===== config.mk =====
export PLATFORM = sky130hd
export DESIGN_NAME = rxpkt_collector
export DESIGN_NICKNAME = d
export VERILOG_FILES = /design/src/rtl/rxc_pkg.sv /design/src/rtl/rxc_rst_sync.sv /design/src/rtl/rxc_frame_ctrl.sv /design/src/rtl/rxc_pkt_buf.sv /design/src/rtl/rxc_status_reg.sv /design/src/rtl/rxpkt_collector.sv
export SDC_FILE = /design/constraint.sdc
export NUM_CORES = 1
export LEC_CHECK = 0
export ABC_AREA = 1
export BUFFER_PORTS_ARGS = -buffer_cell sky130_fd_sc_hd__buf_2
export CAP_MARGIN = 20
export CORE_AREA = 2 2 286 288
export CTS_CLUSTER_DIAMETER = 80
export CTS_CLUSTER_SIZE = 24
export DETAILED_ROUTE_END_ITERATION = 10
export DIE_AREA = 0 0 288 290
export PLACE_DENSITY = 0.72
export SETUP_SLACK_MARGIN = 0.05
export SLEW_MARGIN = 30
export SYNTH_ARGS = -nofsm -noshare
export SYNTH_HDL_FRONTEND = slang
export SYNTH_HIERARCHICAL = 1
export SYNTH_SLANG_ARGS = --single-unit

===== constraint.sdc =====
create_clock -name clk -period 2 [get_ports clk]
set_input_delay 0.4 -clock clk [delete_from_list [all_inputs] [get_ports clk]]
set_output_delay 0.4 -clock clk [all_outputs]
set_load 0.02 [all_outputs]

===== src/rtl/rxc_pkg.sv =====
package rxc_pkg;

  // Fault bits reported with every closed packet.
  typedef struct packed {
    logic ecrc;
    logic malf;
    logic frame;
    logic ovf;
  } rxc_flags_t;

  localparam rxc_flags_t RXC_NO_FAULT = '{ecrc: 1'b0, malf: 1'b0, frame: 1'b0, ovf: 1'b0};

endpackage


===== src/rtl/rxc_rst_sync.sv =====
module rxc_rst_sync #(
  parameter int STAGES = 2
) (
  input  logic clk,
  input  logic rst_n_in,
  output logic rst_n_out
);

  logic [STAGES-1:0] sync_q;
  logic [STAGES-1:0] sync_d;

  always_comb begin
    sync_d = {sync_q[STAGES-2:0], 1'b1};
  end

  always_ff @(posedge clk or negedge rst_n_in) begin
    if (!rst_n_in) begin
      sync_q <= '0;
    end else begin
      sync_q <= sync_d;
    end
  end

  assign rst_n_out = sync_q[STAGES-1];

endmodule


===== src/rtl/rxc_frame_ctrl.sv =====
module rxc_frame_ctrl
  import rxc_pkg::*;
#(
  parameter int LEN_W = 8
) (
  input  logic             clk,
  input  logic             rst_n,
  input  logic             sop,
  input  logic             eop,
  input  logic             ecrc_err,
  input  logic             malformed,
  input  logic             full_wr,
  input  logic             full_base,
  output logic             wr_en,
  output logic             commit,
  output logic             discard,
  output logic             sts_fire,
  output logic [LEN_W-1:0] sts_len,
  output rxc_flags_t       sts_flags
);

  localparam logic [LEN_W-1:0] ONE = LEN_W'(1);

  logic             open_q, open_d;
  logic [LEN_W-1:0] len_q, len_d;
  logic             ovf_q, ovf_d;

  logic             active;
  logic             abort;
  logic             room;
  logic             cur_ovf;
  logic             wr_ok;
  logic             new_ovf;
  logic             pkt_end;
  logic             end_bad;
  logic [LEN_W-1:0] cur_len;

  // Next-state and command decode
  always_comb begin
    active  = sop | open_q;
    abort   = sop & open_q;
    // a restarted packet writes from the committed position
    room    = abort ? ~full_base : ~full_wr;
    cur_ovf = sop ? 1'b0 : ovf_q;
    wr_ok   = active & room & ~cur_ovf;
    new_ovf = active & ~(room & ~cur_ovf);
    cur_len = (sop ? {LEN_W{1'b0}} : len_q) + ONE;
    pkt_end = active & eop;
    end_bad = pkt_end & (ecrc_err | malformed | abort | ~wr_ok);

    wr_en   = wr_ok & ~end_bad;
    commit  = pkt_end & ~end_bad;
    discard = abort | end_bad;

    open_d  = active & ~eop;
    len_d   = active ? cur_len : len_q;
    ovf_d   = active ? new_ovf : ovf_q;

    sts_fire = abort | pkt_end;
    if (abort) begin
      sts_len   = len_q;
      sts_flags = '{ecrc: 1'b0, malf: 1'b0, frame: 1'b1, ovf: ovf_q};
    end else begin
      sts_len   = cur_len;
      sts_flags = '{ecrc: ecrc_err, malf: malformed, frame: 1'b0, ovf: new_ovf};
    end
  end

  // State registers
  always_ff @(posedge clk or negedge rst_n) begin
    if (!rst_n) begin
      open_q <= 1'b0;
      len_q  <= '0;
      ovf_q  <= 1'b0;
    end else begin
      open_q <= open_d;
      if (active) begin
        len_q <= len_d;
        ovf_q <= ovf_d;
      end
    end
  end

endmodule


===== src/rtl/rxc_pkt_buf.sv =====
module rxc_pkt_buf #(
  parameter int DATA_W = 64,
  parameter int DEPTH  = 16,
  localparam int AW    = $clog2(DEPTH),
  localparam int PW    = AW + 1
) (
  input  logic              clk,
  input  logic              rst_n,
  input  logic              wr_en,
  input  logic [DATA_W-1:0] wr_data,
  input  logic              commit,
  input  logic              discard,
  input  logic              rd_pop,
  output logic              full_wr,
  output logic              full_base,
  output logic              rd_valid,
  output logic [DATA_W-1:0] rd_data,
  output logic [PW-1:0]     wr_ptr,
  output logic [PW-1:0]     cmt_ptr,
  output logic [PW-1:0]     rd_ptr
);

  // DEPTH must be a power of two of at least 2 so that pointers wrap cleanly.
  localparam logic [PW-1:0] CAP = PW'(DEPTH);
  localparam logic [PW-1:0] INC = PW'(1);

  logic [DATA_W-1:0] mem_q [DEPTH];

  logic [PW-1:0] wr_q, wr_d;
  logic [PW-1:0] cmt_q, cmt_d;
  logic [PW-1:0] rd_q, rd_d;
  logic [PW-1:0] base;
  logic          pop;

  always_comb begin
    base      = discard ? cmt_q : wr_q;
    wr_d      = wr_en ? base + INC : base;
    cmt_d     = commit ? wr_d : cmt_q;
    rd_valid  = (cmt_q != rd_q);
    pop       = rd_pop & rd_valid;
    rd_d      = pop ? rd_q + INC : rd_q;
    full_wr   = ((wr_q - rd_q) == CAP);
    full_base = ((cmt_q - rd_q) == CAP);
    rd_data   = mem_q[rd_q[AW-1:0]];
  end

  always_ff @(posedge clk) begin
    if (wr_en) begin
      mem_q[base[AW-1:0]] <= wr_data;
    end
  end

  always_ff @(posedge clk or negedge rst_n) begin
    if (!rst_n) begin
      wr_q  <= '0;
      cmt_q <= '0;
      rd_q  <= '0;
    end else begin
      wr_q  <= wr_d;
      cmt_q <= cmt_d;
      rd_q  <= rd_d;
    end
  end

  assign wr_ptr  = wr_q;
  assign cmt_ptr = cmt_q;
  assign rd_ptr  = rd_q;

endmodule


===== src/rtl/rxc_status_reg.sv =====
module rxc_status_reg
  import rxc_pkg::*;
#(
  parameter int LEN_W = 8
) (
  input  logic             clk,
  input  logic             rst_n,
  input  logic             fire,
  input  logic [LEN_W-1:0] len_in,
  input  rxc_flags_t       flags_in,
  output logic             valid,
  output logic [LEN_W-1:0] len_out,
  output rxc_flags_t       flags_out
);

  logic             valid_q;
  logic [LEN_W-1:0] len_q;
  rxc_flags_t       flags_q;

  always_ff @(posedge clk or negedge rst_n) begin
    if (!rst_n) begin
      valid_q <= 1'b0;
      len_q   <= '0;
      flags_q <= RXC_NO_FAULT;
    end else begin
      valid_q <= fire;
      if (fire) begin
        len_q   <= len_in;
        flags_q <= flags_in;
      end
    end
  end

  assign valid     = valid_q;
  assign len_out   = len_q;
  assign flags_out = flags_q;

endmodule


===== src/rtl/rxpkt_collector.sv =====
module rxpkt_collector
  import rxc_pkg::*;
#(
  parameter int DATA_W = 64,
  parameter int DEPTH  = 16,
  parameter int LEN_W  = 10
) (
  input  logic              clk,
  input  logic              rst_n,
  input  logic              rx_sop,
  input  logic              rx_eop,
  input  logic [DATA_W-1:0] rx_data,
  input  logic              rx_ecrc_err,
  input  logic              rx_malformed,
  output logic              out_valid,
  input  logic              out_ready,
  output logic [DATA_W-1:0] out_data,
  output logic              stat_valid,
  output logic [LEN_W-1:0]  stat_len,
  output logic              stat_ecrc,
  output logic              stat_malf,
  output logic              stat_frame,
  output logic              stat_ovf
);

  localparam int PW = $clog2(DEPTH) + 1;

  logic             rst_s;
  logic             wr_en, commit, discard;
  logic             full_wr, full_base;
  logic             sts_fire;
  logic [LEN_W-1:0] sts_len;
  rxc_flags_t       sts_flags;
  rxc_flags_t       stat_flags;
  logic [PW-1:0]    wr_ptr_w, cmt_ptr_w, rd_ptr_w;

  rxc_rst_sync #(.STAGES(2)) u_rst (
    .clk       (clk),
    .rst_n_in  (rst_n),
    .rst_n_out (rst_s)
  );

  rxc_frame_ctrl #(.LEN_W(LEN_W)) u_ctrl (
    .clk       (clk),
    .rst_n     (rst_s),
    .sop       (rx_sop),
    .eop       (rx_eop),
    .ecrc_err  (rx_ecrc_err),
    .malformed (rx_malformed),
    .full_wr   (full_wr),
    .full_base (full_base),
    .wr_en     (wr_en),
    .commit    (commit),
    .discard   (discard),
    .sts_fire  (sts_fire),
    .sts_len   (sts_len),
    .sts_flags (sts_flags)
  );

  rxc_pkt_buf #(.DATA_W(DATA_W), .DEPTH(DEPTH)) u_buf (
    .clk       (clk),
    .rst_n     (rst_s),
    .wr_en     (wr_en),
    .wr_data   (rx_data),
    .commit    (commit),
    .discard   (discard),
    .rd_pop    (out_ready),
    .full_wr   (full_wr),
    .full_base (full_base),
    .rd_valid  (out_valid),
    .rd_data   (out_data),
    .wr_ptr    (wr_ptr_w),
    .cmt_ptr   (cmt_ptr_w),
    .rd_ptr    (rd_ptr_w)
  );

  rxc_status_reg #(.LEN_W(LEN_W)) u_sts (
    .clk       (clk),
    .rst_n     (rst_s),
    .fire      (sts_fire),
    .len_in    (sts_len),
    .flags_in  (sts_flags),
    .valid     (stat_valid),
    .len_out   (stat_len),
    .flags_out (stat_flags)
  );

  assign stat_ecrc  = stat_flags.ecrc;
  assign stat_malf  = stat_flags.malf;
  assign stat_frame = stat_flags.frame;
  assign stat_ovf   = stat_flags.ovf;

endmodule


# Word-level counts from Yosys, hierarchy flattened
# Memory sizes are Yosys's and may differ from the RTL's.
# Index checks and enable logic that the tools add are counted.
# word_totals
ff_bits	44
inputBits	71
n_memories	1
ram_bits	1024
# op_classes
addsub	5
eq_ne	3
n_mux	9
bitwise	24
# memory_table
name	words	word_bits	read_ports	rd_clocked_by_memory_dff	wr	line	rtl
u_buf.mem_q	16	64	1	0	1	rxc_pkt_buf.sv:27	logic [DATA_W-1:0] mem_q [DEPTH];
# op_table
cell	n
$mux W10	2
$and A1 B1 Y1	11
$add A10 B1 Y10 const B	1
$add A5 B1 Y5 const B	2
$eq A5 B5 Y1 const B	2
$mux W5	2
$sub A5 B5 Y5	2
$not A1 Y1	7
$or A1 B1 Y1	6
$ne A5 B5 Y1	1
$mux W1	4
$mux W4	1

# Logic depth before layout (Yosys ltp)
# logic_depth
word_depth	13
mapped_depth	30

# Modules after synthesis
# Netlist, hierarchy kept.
# modules_own_cells
mod	area_per_inst_um2	seq_area_each_um2	n_inst	cells_per_inst
rxc_pkt_buf	42296.8	31124.9	1	3593
rxc_frame_ctrl	1021.0	300.3	1	138
rxc_status_reg	555.5	375.4	1	60
rxc_rst_sync	53.8	50.0	1	3

# Worst setup path before layout
# Ideal clock, no wire load.
# synth_path
path_type	register to register
from	reg u_buf.rd_q[2], in the netlist u_buf/rd_ptr[2]
to	mem u_buf.mem_q[7][0] (enable)
n_path_buf	2
slack_ns	-4.048
arrival_ns	5.562
setup_ns	0.486
path_stages_with_launch	27
synth_period_minus_slack_ns	6.048
path_cell_list	dfrtp_1 buf_2 inv_1 clkbuf_1 ha_1 a21oi_1 nand2_1 nand2_1 nand2_1 nand2_1 nand2_1 nor2_1 nand2_1 nand2_1 nor2_2 nand3_2 nand3_1 nand2_1 inv_1 nand2_1 nand2_1 inv_1 ha_1 nand2_1 nor2_1 inv_1 nor2_1
# synth_via
elab_cells_between_ends	18
cone_classes	2 x add/sub; 2 x eq/ne; 4 x mux; 10 x bitwise
# synth_rtl
item	line	rtl
from (decl)	rxc_pkt_buf.sv:31	logic [PW-1:0] rd_q, rd_d;
from (signal assigned)	rxc_pkt_buf.sv:61	rd_q <= rd_d;
$sub A5 B5 Y5	rxc_pkt_buf.sv:42	full_wr = ((wr_q - rd_q) == CAP);
$eq A5 B5 Y1	rxc_pkt_buf.sv:42	
via full_wr	rxpkt_collector.sv:30	logic full_wr, full_base;
$not A1 Y1	rxc_frame_ctrl.sv:43	room = abort ? ~full_base : ~full_wr;
$mux W1	rxc_frame_ctrl.sv:43	
$and A1 B1 Y1 (2 in series)	rxc_frame_ctrl.sv:45	wr_ok = active & room & ~cur_ovf;
$not A1 Y1	rxc_frame_ctrl.sv:49	end_bad = pkt_end & (ecrc_err | malformed | abort | ~wr_ok);
$or A1 B1 Y1	rxc_frame_ctrl.sv:49	
$and A1 B1 Y1	rxc_frame_ctrl.sv:49	
$or A1 B1 Y1	rxc_frame_ctrl.sv:53	discard = abort | end_bad;
via discard	rxpkt_collector.sv:29	logic wr_en, commit, discard;
$mux W5	rxc_pkt_buf.sv:36	base = discard ? cmt_q : wr_q;
to (decl)	rxc_pkt_buf.sv:27	
# The timed path passes the listed nets, and every way through them passes these cells.

# Worst setup path after layout
# layout_path
from	reg u_buf.rd_q[2], in the netlist u_buf/rd_ptr[2]
to	mem u_buf.mem_q[7][32] (enable)
# The elaborated chain is that of the path after synthesis.

==> summary.md <==
| Metric | Value |
|---|---|
| Total number of vias | `30.2k` |
| Initial core utilization | `54.8%` |
| Initial antenna violation count | `3` |
| HPWL Detailed | `60100 µm` |
| Crit share post-route | `172%` |
| DR vias/cell | `5.89` |
| Worst-margin pin slew | `697 ps` |
| CP Launch Type | `register` |
| Crit Path Category | `reg2reg` |
| GR Util All Layers | `27.8%` |
| Number of synthesized register bits | `roughly 1.1k` |
| # rows | `104` |
| Number of DRC markers in iteration 0 | `around 3.8k` |
| Pwr Total | `70.3 mW` |
| Sink Count | `1068` |
| Power Density | `1370 mW/mm²` |
| Hold/Removal Path Class | `in2async` |
| DR WL/cell | `23.8 µm` |
| Die area | `~0.084 mm²` |
| R2R setup slack | `-1430 ps` |
| RD Place Congestion | `0.805` |
| Final worst setup slack | `-1430 ps` |
| Simple-gate share of the synthesized area | `approximately 15%` |
| Slew Limit Fails | `0` |
| Layout Skew | `37.2 ps` |
| Status | `finished with violations` |
| Non-Filler Instances | `5125` |
| Pleak | `between 15 and 20 nW` |
| CP arrival | `3760 ps` |
| Adder-Cell Fraction of Synth Area | `0.399%` |
| FILL cells | `5735` |
| First drt pass iteration count | `5` |
| Synth async-reset ratio | `4.12%` |
| Compound-cell area share of the yosys netlist | `7.02%` |
| Global-route wire length before repair | `175000 µm` |
| Top cell type's share of synthesized area | `70.0%` |
| FMAX | `around 290 MHz` |
| Top cells by area, synth | `edfxtp_1, nand2_1, nor2_1` |
| Avg Cell Area, Syn | `11.6 µm²` |
| Req. time, crit path | `2330 ps` |
| Worst reg2reg startpoint | `u_buf/rd_ptr[2]$_DFFE_PN0P_` |
| Vias in the first global route | `between 20k and 30k` |
| Number of synthesized flops with an enable pin | `1024` |
| Reg clk slew, reported paths | `90 ps` |
| Commonest cells after routing, fill and taps aside | `edfxtp_1, nand2_1, nor2_1` |
| Netlist Area Pre-Place | `0.0439 mm²` |
| Xor-xnor portion of the synthesized cell area | `0.236%` |
| Primary FF master, synth | `edfxtp_1` |
| Pin count of the biggest net entering global routing | `108` |
| IO Port Bufs | `150` |
| Antenna Diode Count | `0` |
| Failing checks | `setup timing` |
| Total Wirelength | `between 100000 and 150000 µm` |
| RSZ-0062 raised after global routing | `yes` |
| DRC | `0` |
| Worst VDD drop | `1.12 mV` |
| Post-synthesis mux area share | `0%` |
| Hold Fails Final Rpt | `0` |
| I/O pins | `roughly 150` |
| Number of distinct library cells after synthesis | `33` |
| CP Capture Type | `register` |
| Register area share after synthesis | `72.5%` |
| Placed cell count | `4943` |
| Max clock buf depth | `3` |
| Fin util | `between 60% and 70%` |
| Num CTS Buffers | `53` |
| CP Launch Point | `u_buf/rd_ptr[2]$_DFFE_PN0P_` |
| H-tree Lvls | `2` |
| Cells after Synth | `3794` |
| CP Max Fanout | `30` |
| Period minus WS final | `3430 ps` |
| Post-layout nets | `roughly 4.1k` |
| Yosys warning count | `6` |
| Synth-to-layout area growth | `16.9%` |
| R2R Path End | `u_buf/mem_q[7][32]$_DFFE_PP_` |
| Area of the core | `0.0802 mm²` |
| R2R cell count | `25` |
| Max Cap Viol | `0` |
| Largest family of logic cells by synthesized area | `simple AND/OR/NAND/NOR gates` |
| Clock insertion delay at the later pin of the skew report | `~660 ps` |
| Clock root cell | `clkbuf_16` |
| Die Width | `288 µm` |
| Gr ovfl total | `0` |
| Net Count, Synth | `~3.9k` |
| Most common cell after layout, fill and taps aside | `edfxtp_1` |
| Final Setup Violations | `between 1k and 1.5k` |
| Antenna viol nets, final | `0` |
| Layout cells sized above 1 | `14.3%` |
| Area leader, netlist | `edfxtp_1` |
| CTS tree | `yes` |
| Rel. slew slack | `53.5%` |
| Die Ht | `290 µm` |
## flip-flops by register name, indices dropped and copies added (netlist names), 2 cells and up
signal           count
u_buf/wr_ptr         5
u_rst/sync_q         2
u_buf/mem_q       1024
u_buf/rd_ptr         5
u_ctrl/len_q        10
u_sts/len_out       10
u_sts/flags_out      4
u_buf/cmt_ptr        5
## cell type report
cell class	instances	area, µm²	share of cell area (%)
Sequential cell	1068	31900	62.0
Multi-Input combinational cell	2262	10500	20.4
Timing Repair Buffer	417	5150	10.0
Clock buffer	54	1350	2.63
Tap cell	1060	1330	2.58
Inverter	250	986	1.92
Clock inverter	13	166	0.324
Timing Repair inverter	1	8.76	0.0171
## worst max path at each step
stage          cells past startpoint  slack (ps)                       endpoint
3_3_place_gp                      19       -1280   u_buf/mem_q[4][52]$_DFFE_PP_
2_1_floorplan                     27       -1860    u_buf/mem_q[7][0]$_DFFE_PP_
6_report                          25       -1430   u_buf/mem_q[7][32]$_DFFE_PP_
4_1_cts                           24       -1280  u_buf/mem_q[11][39]$_DFFE_PP_
3_5_place_dp                      19       -1280   u_buf/mem_q[4][51]$_DFFE_PP_
5_1_grt                           25       -1580   u_buf/mem_q[7][44]$_DFFE_PP_
## kinds of logic after synthesis
kind of cell,after synthesis
and+or+nand+nor,1689
AOI/OAI and AO/OA,547
DFF,1068
xor gates and xnor gates,11
buffers and inverters,464
adders and majority gates,14
other,1
## worst max-delay path, stage by stage, from the launching register on
cell and delay (ps):
dfrtp_4 500, inv_4 80, ha_4 220, a21oi_4 150
nand2_2 90, nand2_2 80, nand2_1 50, nand2_1 60
nand2_1 50, nor2_1 80, nand2_1 70, nand2_2 100
nor2_4 40, nand3_2 80, nand3_2 90, nand2_4 150
inv_4 60, nand2_2 80, nand2_4 90, inv_4 80
ha_4 140, nand2_4 70, nor2_4 120, inv_2 70
nor2_4 190, buf_12 280
## metrics by stage
stage / setup TNS, ps / setup WS [ps] / hold WS (ps) / instance area (µm²)
final: -1403240 / -1430 / 46.9 / 51400
after detailed placement: -1298430 / -1280 / 186 / 47100
after global placement: -1306980 / -1280 / 188 / 47100
after global routing: -1577440 / -1580 / 35.3 / 51400
after CTS: -1293270 / -1280 / 30.2 / 50500
after floorplan: -1855170 / -1860 / 104 / 44200
## report_power, final
part	switching (mW)	total, mW	internal, mW	leakage [nW]
Clock	6.93	12.0	5.09	0.747
Combinational	20.3	31.4	11.2	8.68
Sequential	0.488	26.9	26.4	9.80
Total	27.7	70.3	42.6	19.2
## metal layers
metal	global-route usage, %	part of all wire, %
met1	38.4	38
met2	46.0	49
met3	3.84	9.9
met4	8.50	3.1
met5	0	0.033
## synthesized netlist by cell type (17+ instances only)
cell and number:
edfxtp_1 1024, nand2_1 850, nor2_1 609, o21ai_0 313, inv_1 243, nand3_1 212, o211ai_1 129, o21ai_1 96
buf_2 95, clkbuf_1 76, dfrtp_1 44, buf_1 18, buf_4 17
## timing repair
action	CTS	global route
pin swaps	19	11
hold buffers	2	0
endpoints found under the hold margin	3	0
setup endpoints to repair	1100	1104
cloned	37	21
buffers inserted	42	14
gates resized for setup	112	40
No activity file was read; power rests on OpenSTA's default activity.
